==> config.mk <==
export PLATFORM = sky130hd
export DESIGN_NAME = ilv_mem_ctrl
export DESIGN_NICKNAME = d
export VERILOG_FILES = /design/src/rtl/ilv_pkg.sv /design/src/rtl/ilv_bank.sv /design/src/rtl/ilv_tagq.sv /design/src/rtl/ilv_mem_ctrl.sv
export SDC_FILE = /design/constraint.sdc
export NUM_CORES = 1
export LEC_CHECK = 0
export BUFFER_PORTS_ARGS = -buffer_cell sky130_fd_sc_hd__buf_2
export CAP_MARGIN = 5
export CORE_MARGIN = 3
export CORE_UTILIZATION = 45
export DETAILED_ROUTE_END_ITERATION = 16
export HOLD_SLACK_MARGIN = 0.1
export SLEW_MARGIN = 20
export SYNTH_ARGS = -nofsm -noshare
export SYNTH_HDL_FRONTEND = slang
export SYNTH_SLANG_ARGS = --single-unit
export TNS_END_PERCENT = 10
==> constraint.sdc <==
create_clock -name clk -period 6.51 [get_ports clk]
set_input_delay 0.651 -clock clk [delete_from_list [all_inputs] [get_ports clk]]
set_output_delay 0.651 -clock clk [all_outputs]
set_load 0.01 [all_outputs]
==> src/rtl/ilv_pkg.sv <==
package ilv_pkg;

  // Behavioural bank contents: a fixed function of the word address.
  function automatic logic [31:0] bank_word(input logic [31:0] a);
    return {a[15:0] ^ 16'hA5C3, ~a[15:0]};
  endfunction

  // Access time of bank b: even banks are the slower ones.
  function automatic int bank_lat(input int b, input int base, input int skew);
    return (b % 2 == 0) ? base + skew : base;
  endfunction

endpackage

==> src/rtl/ilv_bank.sv <==
module ilv_bank
  import ilv_pkg::*;
#(
  parameter int ADDR_W   = 12,
  parameter int DATA_W   = 32,
  parameter int BANK_CYC = 4,
  parameter int LAT      = 1
) (
  input  logic              clk,
  input  logic              rst_n,
  input  logic              acc_i,
  input  logic [ADDR_W-1:0] addr_i,
  input  logic              take_i,
  output logic              free_o,
  output logic              held_o,
  output logic [DATA_W-1:0] data_o
);
  localparam int BW = $clog2(BANK_CYC + 1);
  localparam int LW = $clog2(LAT + 1);

  logic [BW-1:0]     busy_q, busy_d;
  logic [LW-1:0]     lcnt_q, lcnt_d;
  logic [ADDR_W-1:0] addr_q, addr_d;
  logic              held_q, held_d;
  logic [DATA_W-1:0] data_q, data_d;

  always_comb begin
    busy_d = busy_q;
    lcnt_d = lcnt_q;
    addr_d = addr_q;
    held_d = held_q;
    data_d = data_q;
    if (acc_i) begin
      busy_d = BW'(BANK_CYC - 1);
      lcnt_d = LW'(LAT);
      addr_d = addr_i;
    end else begin
      if (busy_q != '0) busy_d = busy_q - 1'b1;
      if (lcnt_q != '0) lcnt_d = lcnt_q - 1'b1;
    end
    if (take_i) held_d = 1'b0;
    if (lcnt_q == LW'(1)) begin
      held_d = 1'b1;
      data_d = DATA_W'(bank_word(32'(addr_q)));
    end
  end

  always_ff @(posedge clk or negedge rst_n) begin
    if (!rst_n) begin
      busy_q <= '0;
      lcnt_q <= '0;
      addr_q <= '0;
      held_q <= 1'b0;
      data_q <= '0;
    end else begin
      busy_q <= busy_d;
      lcnt_q <= lcnt_d;
      addr_q <= addr_d;
      held_q <= held_d;
      data_q <= data_d;
    end
  end

  assign free_o = (busy_q == '0);
  assign held_o = held_q;
  assign data_o = data_q;

  // a new access only lands on a bank whose busy window has run out
  assert_free_on_accept_R2: assert property (@(posedge clk) disable iff (!rst_n)
    acc_i |-> (busy_q == '0));

  // a finishing access never overwrites a word still waiting to leave
  assert_no_clobber_R6: assert property (@(posedge clk) disable iff (!rst_n)
    (lcnt_q == LW'(1)) |-> (!held_q || take_i));

endmodule

==> src/rtl/ilv_tagq.sv <==
module ilv_tagq #(
  parameter int W     = 2,
  parameter int DEPTH = 8
) (
  input  logic         clk,
  input  logic         rst_n,
  input  logic         push_i,
  input  logic [W-1:0] din_i,
  input  logic         pop_i,
  output logic [W-1:0] dout_o,
  output logic         full_o,
  output logic         empty_o
);
  localparam int PW = $clog2(DEPTH);
  localparam int CW = $clog2(DEPTH + 1);

  logic [W-1:0]  mem_q [DEPTH];
  logic [PW-1:0] wr_q, wr_d, rd_q, rd_d;
  logic [CW-1:0] cnt_q, cnt_d;

  always_comb begin
    wr_d  = wr_q;
    rd_d  = rd_q;
    cnt_d = cnt_q;
    if (push_i) wr_d = (wr_q == PW'(DEPTH - 1)) ? '0 : wr_q + 1'b1;
    if (pop_i)  rd_d = (rd_q == PW'(DEPTH - 1)) ? '0 : rd_q + 1'b1;
    case ({push_i, pop_i})
      2'b10:   cnt_d = cnt_q + 1'b1;
      2'b01:   cnt_d = cnt_q - 1'b1;
      default: cnt_d = cnt_q;
    endcase
  end

  always_ff @(posedge clk or negedge rst_n) begin
    if (!rst_n) begin
      wr_q  <= '0;
      rd_q  <= '0;
      cnt_q <= '0;
    end else begin
      wr_q  <= wr_d;
      rd_q  <= rd_d;
      cnt_q <= cnt_d;
    end
  end

  always_ff @(posedge clk) begin
    if (push_i) mem_q[wr_q] <= din_i;
  end

  assign dout_o  = mem_q[rd_q];
  assign full_o  = (cnt_q == CW'(DEPTH));
  assign empty_o = (cnt_q == '0);

  // order is kept only if no index is ever dropped
  assert_no_overflow_R6: assert property (@(posedge clk) disable iff (!rst_n)
    push_i |-> !full_o);

  // a response is only released for a request that is outstanding
  assert_no_underflow_R7: assert property (@(posedge clk) disable iff (!rst_n)
    pop_i |-> !empty_o);

endmodule

==> src/rtl/ilv_mem_ctrl.sv <==
module ilv_mem_ctrl
  import ilv_pkg::*;
#(
  parameter int NB       = 4,
  parameter int ADDR_W   = 12,
  parameter int DATA_W   = 32,
  parameter int BANK_CYC = 4,
  parameter int ACC_LAT  = 1,
  parameter int ACC_SKEW = 2,
  parameter int QDEPTH   = 8
) (
  input  logic              clk,
  input  logic              rst_n,
  input  logic              req_valid,
  input  logic [ADDR_W-1:0] req_addr,
  output logic              req_ready,
  output logic              rsp_valid,
  output logic [DATA_W-1:0] rsp_data
);
  localparam int BB = $clog2(NB);

  // reset: asserted asynchronously, released on the clock
  logic [1:0] rs_q;
  logic       rst_i;
  always_ff @(posedge clk or negedge rst_n) begin
    if (!rst_n) rs_q <= 2'b00;
    else        rs_q <= {rs_q[0], 1'b1};
  end
  assign rst_i = rs_q[1];

  logic [BB-1:0]     sel, head;
  logic [NB-1:0]     free, held, acc, take;
  logic [DATA_W-1:0] bdata [NB];
  logic              fire, pop, q_full, q_empty;

  assign sel       = req_addr[BB-1:0];
  assign req_ready = free[sel] && !q_full;
  assign fire      = req_valid && req_ready;
  assign pop       = !q_empty && held[head];

  for (genvar b = 0; b < NB; b++) begin : g_bank
    assign acc[b]  = fire && (sel == BB'(b));
    assign take[b] = pop && (head == BB'(b));
    ilv_bank #(
      .ADDR_W   (ADDR_W),
      .DATA_W   (DATA_W),
      .BANK_CYC (BANK_CYC),
      .LAT      (bank_lat(b, ACC_LAT, ACC_SKEW))
    ) u_bank (
      .clk    (clk),
      .rst_n  (rst_i),
      .acc_i  (acc[b]),
      .addr_i (req_addr),
      .take_i (take[b]),
      .free_o (free[b]),
      .held_o (held[b]),
      .data_o (bdata[b])
    );
  end

  ilv_tagq #(
    .W     (BB),
    .DEPTH (QDEPTH)
  ) u_tagq (
    .clk     (clk),
    .rst_n   (rst_i),
    .push_i  (fire),
    .din_i   (sel),
    .pop_i   (pop),
    .dout_o  (head),
    .full_o  (q_full),
    .empty_o (q_empty)
  );

  logic              vld_q, vld_d;
  logic [DATA_W-1:0] dat_q, dat_d;

  always_comb begin
    vld_d = pop;
    dat_d = dat_q;
    if (pop) dat_d = bdata[head];
  end

  always_ff @(posedge clk or negedge rst_i) begin
    if (!rst_i) begin
      vld_q <= 1'b0;
      dat_q <= '0;
    end else begin
      vld_q <= vld_d;
      dat_q <= dat_d;
    end
  end

  assign rsp_valid = vld_q;
  assign rsp_data  = dat_q;

endmodule

==> results.md <==
* Fin. Hold Viols at 0
* Slew margin rel. at 0.281
* Fraction of the cycle the final worst path needs at 0.587
* Worst path slowest cell: dfrtp_1
* Clk pin slew, worst setup/hold paths at 70 ps
* Worst EP required at 6810 ps
* Crit-path max FO at 43
* Max_cap viols at 0
* Chip width at 143 um
* Tmin final at 3820 ps
* Final core area utilization at 0.514
* Final setup fails at 0
* Count leader, synth: dfrtp_1
* Num rows at 49
* Synthesized area at between 8000 and 9000 um2
* Synth unique cells at 45
* Pin count of the biggest net entering global routing at 79
* Total global-route track usage at 0.169
* Crit path DAT at 4120 ps
* Post-synth EDFFs at 16
* Die area at 20400 um2
* Setup crit end kind: register
* DRT iter0 DRCs at approximately 190
* Post-Place Worst Slack at 2690 ps
* Die Height at 143 um
* CTS Buf Count at 17
* Antenna violations before repair at 0
* Peak per-stage delay on the critical path at 580 ps
* DPL Wire Length at around 10 mm
* Ys async rst share at 0.918
* Ports at 49
* Drt wl/cell at between 15 and 20 um
* Synth cell count leaders: dfrtp_1 (178), a21oi_1 (70), mux2_2 (60)
* Final Routed Wirelength at 16.0 mm
* H-tree Lvls at 4
* Sequential area share after synthesis at 0.586
* CP top delay family: multiplexers
* Unrepaired setup endpoints after global routing: false
* Pwr Density at 563 nW/um2
* Max clock buf depth at 2
* TritonCTS clock tree: done
* Vias at 4940
* DRT Pass-1 Iters at 4
* CP Cell Sequence: mux2i_1, mux4_2, buf_4, mux2_4, nor2_4, a211o_4, inv_1, ha_1, xor2_1, ha_1, a21oi_1, xor2_1, nor2_1, xor2_1
* Post-CTS Resized at 0
* Final Worst Setup Slack at approximately 2700 ps
* Grt total ovfl at 0
* Area Growth Syn to Fin at 10.8%
* Clock skew at 12.0 ps
* Largest cells by area after synthesis: dfrtp_1 (53%), mux2_2 (8.0%), edfxtp_1 (5.7%), a21oi_1 (4.2%), mux2_4 (3.6%)
* DRC at 0
* Maximum vdd ir drop at 0.000249 V
* CP Launch Type: register
* Status: finished, final reports clean
* Worst-Margin Slew at 1080 ps
* Sink Count at 194
* Ys Warns at 0
* Leak pwr at roughly 4.3 nW
* CTS Root Cell: clkbuf_16
* Fillers at about 1600
* Layout cell share with drive strength beyond 1 at 0.252
* First-pass GRT wire length at 26.7 mm
* FMAX at 0.262 GHz
* Port Buffer Count at 46
* Fin nets at 739
* Setup TNS at 0 ps
* Placed instance area at 8700 um2
* Max-slew violations at 0
* Gate Count Post-Synth at ~680
* Yosys top cell by area: dfrtp_1
* Core area at 18100 um2
* Synth top area share at 0.529
* Antenna-violating nets left at 0
* Starting Density at 0.464
* Worst Hold Class: register to async pin
* Main synth FF type: dfrtp_1
* N_diodes at 0
* Clk Latency, worst-skew pair at 430 ps
* Design area at 9320 um2
* Vias in the first global route at 5166
* Avg Vias per Cell at about 5.2
* Number of synthesized register bits at 194
* WS Path Type: register to register
* Buf+Inv Stages, Crit Path at 2
* GP Congestion at 0.731
* Crit-path most repeated cell: xor2_1
* Synth Area per Inst at 12.4 um2
## cell usage in the layout, fill, tap and decap left out, drive strengths merged, types with 2 or more instances in the layout
master and count:
nand2b 6, nor2 60, a211oi 19, clkinv 5
inv 29, nor4 2, dfrtp 178, nand2 54
mux4 4, and2 3, buf 55, o31ai 2
clkbuf 18, ha 19, nor2b 15, a21oi 70
bufinv 2, nor4b 2, nor3 5, clkinvlp 2
a21o 4, mux2 81, or2 6, o211ai 3
conb 3, and2b 5, xor2 10, edfxtp 16
nor3b 3, mux2i 29
## path summary, 6_finish.rpt
kind	cells past startpoint	startpoint	end	slack [ps]
setup / recovery	14	u_tagq.rd_q[0]	u_tagq.cnt_q[2]	2690
hold / removal	0	rs_q[1]	g_bank[3].u_bank.addr_q[2]	320
setup reg to reg	14	u_tagq.rd_q[0]	u_tagq.cnt_q[2]	2690
hold reg to reg	0	rs_q[1]	g_bank[3].u_bank.addr_q[2]	320
max in group asynchronous	1	rs_q[1]	g_bank[0].u_bank.busy_q[2]	4810
min in group clk	0	rs_q[0]	rs_q[1]	360
## registers in the layout, indices dropped and copies added (netlist names)
signal,flops
u_tagq.rd_q,3
rs_q,2
g_bank.u_bank.addr_q,48
g_bank.u_bank.data_o,76
u_tagq.mem_q,16
u_tagq.wr_q,3
rsp_valid,1
rsp_data,19
g_bank.u_bank.held_o,4
u_tagq.cnt_q,4
g_bank.u_bank.busy_q,12
g_bank.u_bank.lcnt_q,6
## layout make-up
class                      instances  area, um2  area share
timing repair buffer              56        308      0.0330
tap                              229        287      0.0307
clock buffer                      18        439      0.0471
sequential                       194       4940       0.530
clock inverter                    14        171      0.0184
multi-input combinational        412       3090       0.331
inverter                          24       90.1     0.00966
## power by group
group	switching [mW]	internal [mW]	total, mW
Sequential	0.325	1.72	2.05
Clock	0.470	0.589	1.06
Combinational	1.06	1.08	2.14
## through the flow
stage / std cells / hold WS [ps] / power [mW]
after floorplan: 678 / 331 / 3.86
after global placement: 914 / 322 / 4.14
after detailed placement: 914 / 333 / 4.25
after CTS: 947 / 341 / 5.32
after global routing: 947 / 367 / 5.65
final: 947 / 316 / 5.25
## cell families (layout without fill, tap and decap cells)
family / Yosys count / count (layout) / synth area share
AO/OA/AOI/OAI: 102 / 102 / 0.0709
XOR/XNOR: 11 / 11 / 0.0114
adder cells (fa/ha/maj): 19 / 19 / 0.0282
buffers and inverters: 72 / 112 / 0.0477
flip-flops: 194 / 194 / 0.586
multiplexers: 114 / 114 / 0.165
other: 2 / 3 / 0.000892
AND/OR/NAND/NOR: 163 / 163 / 0.0896
## worst register-to-register path, delay by kind of cell (launching register included)
kind	cells	cell delay [ps]
AO/OA/AOI/OAI	2	540
multiplexers	3	990
AND/OR/NAND/NOR	2	180
buffers and inverters	2	440
flip-flops	1	580
XOR/XNOR	3	490
adder cells (fa/ha/maj)	2	470
## what timing repair did
action	in CTS	in global routing
setup endpoints to repair	0	0
endpoints found under the hold margin	2	0
setup buffers	0	0
hold buffers	1	0
## routing by layer
metal  global-route usage  routed length, um
met5                    0                  0
met4               0.0610                298
met3               0.0301                385
met2                0.280               7960
met1                0.223               7320
No activity file was read; power rests on OpenSTA's default activity.
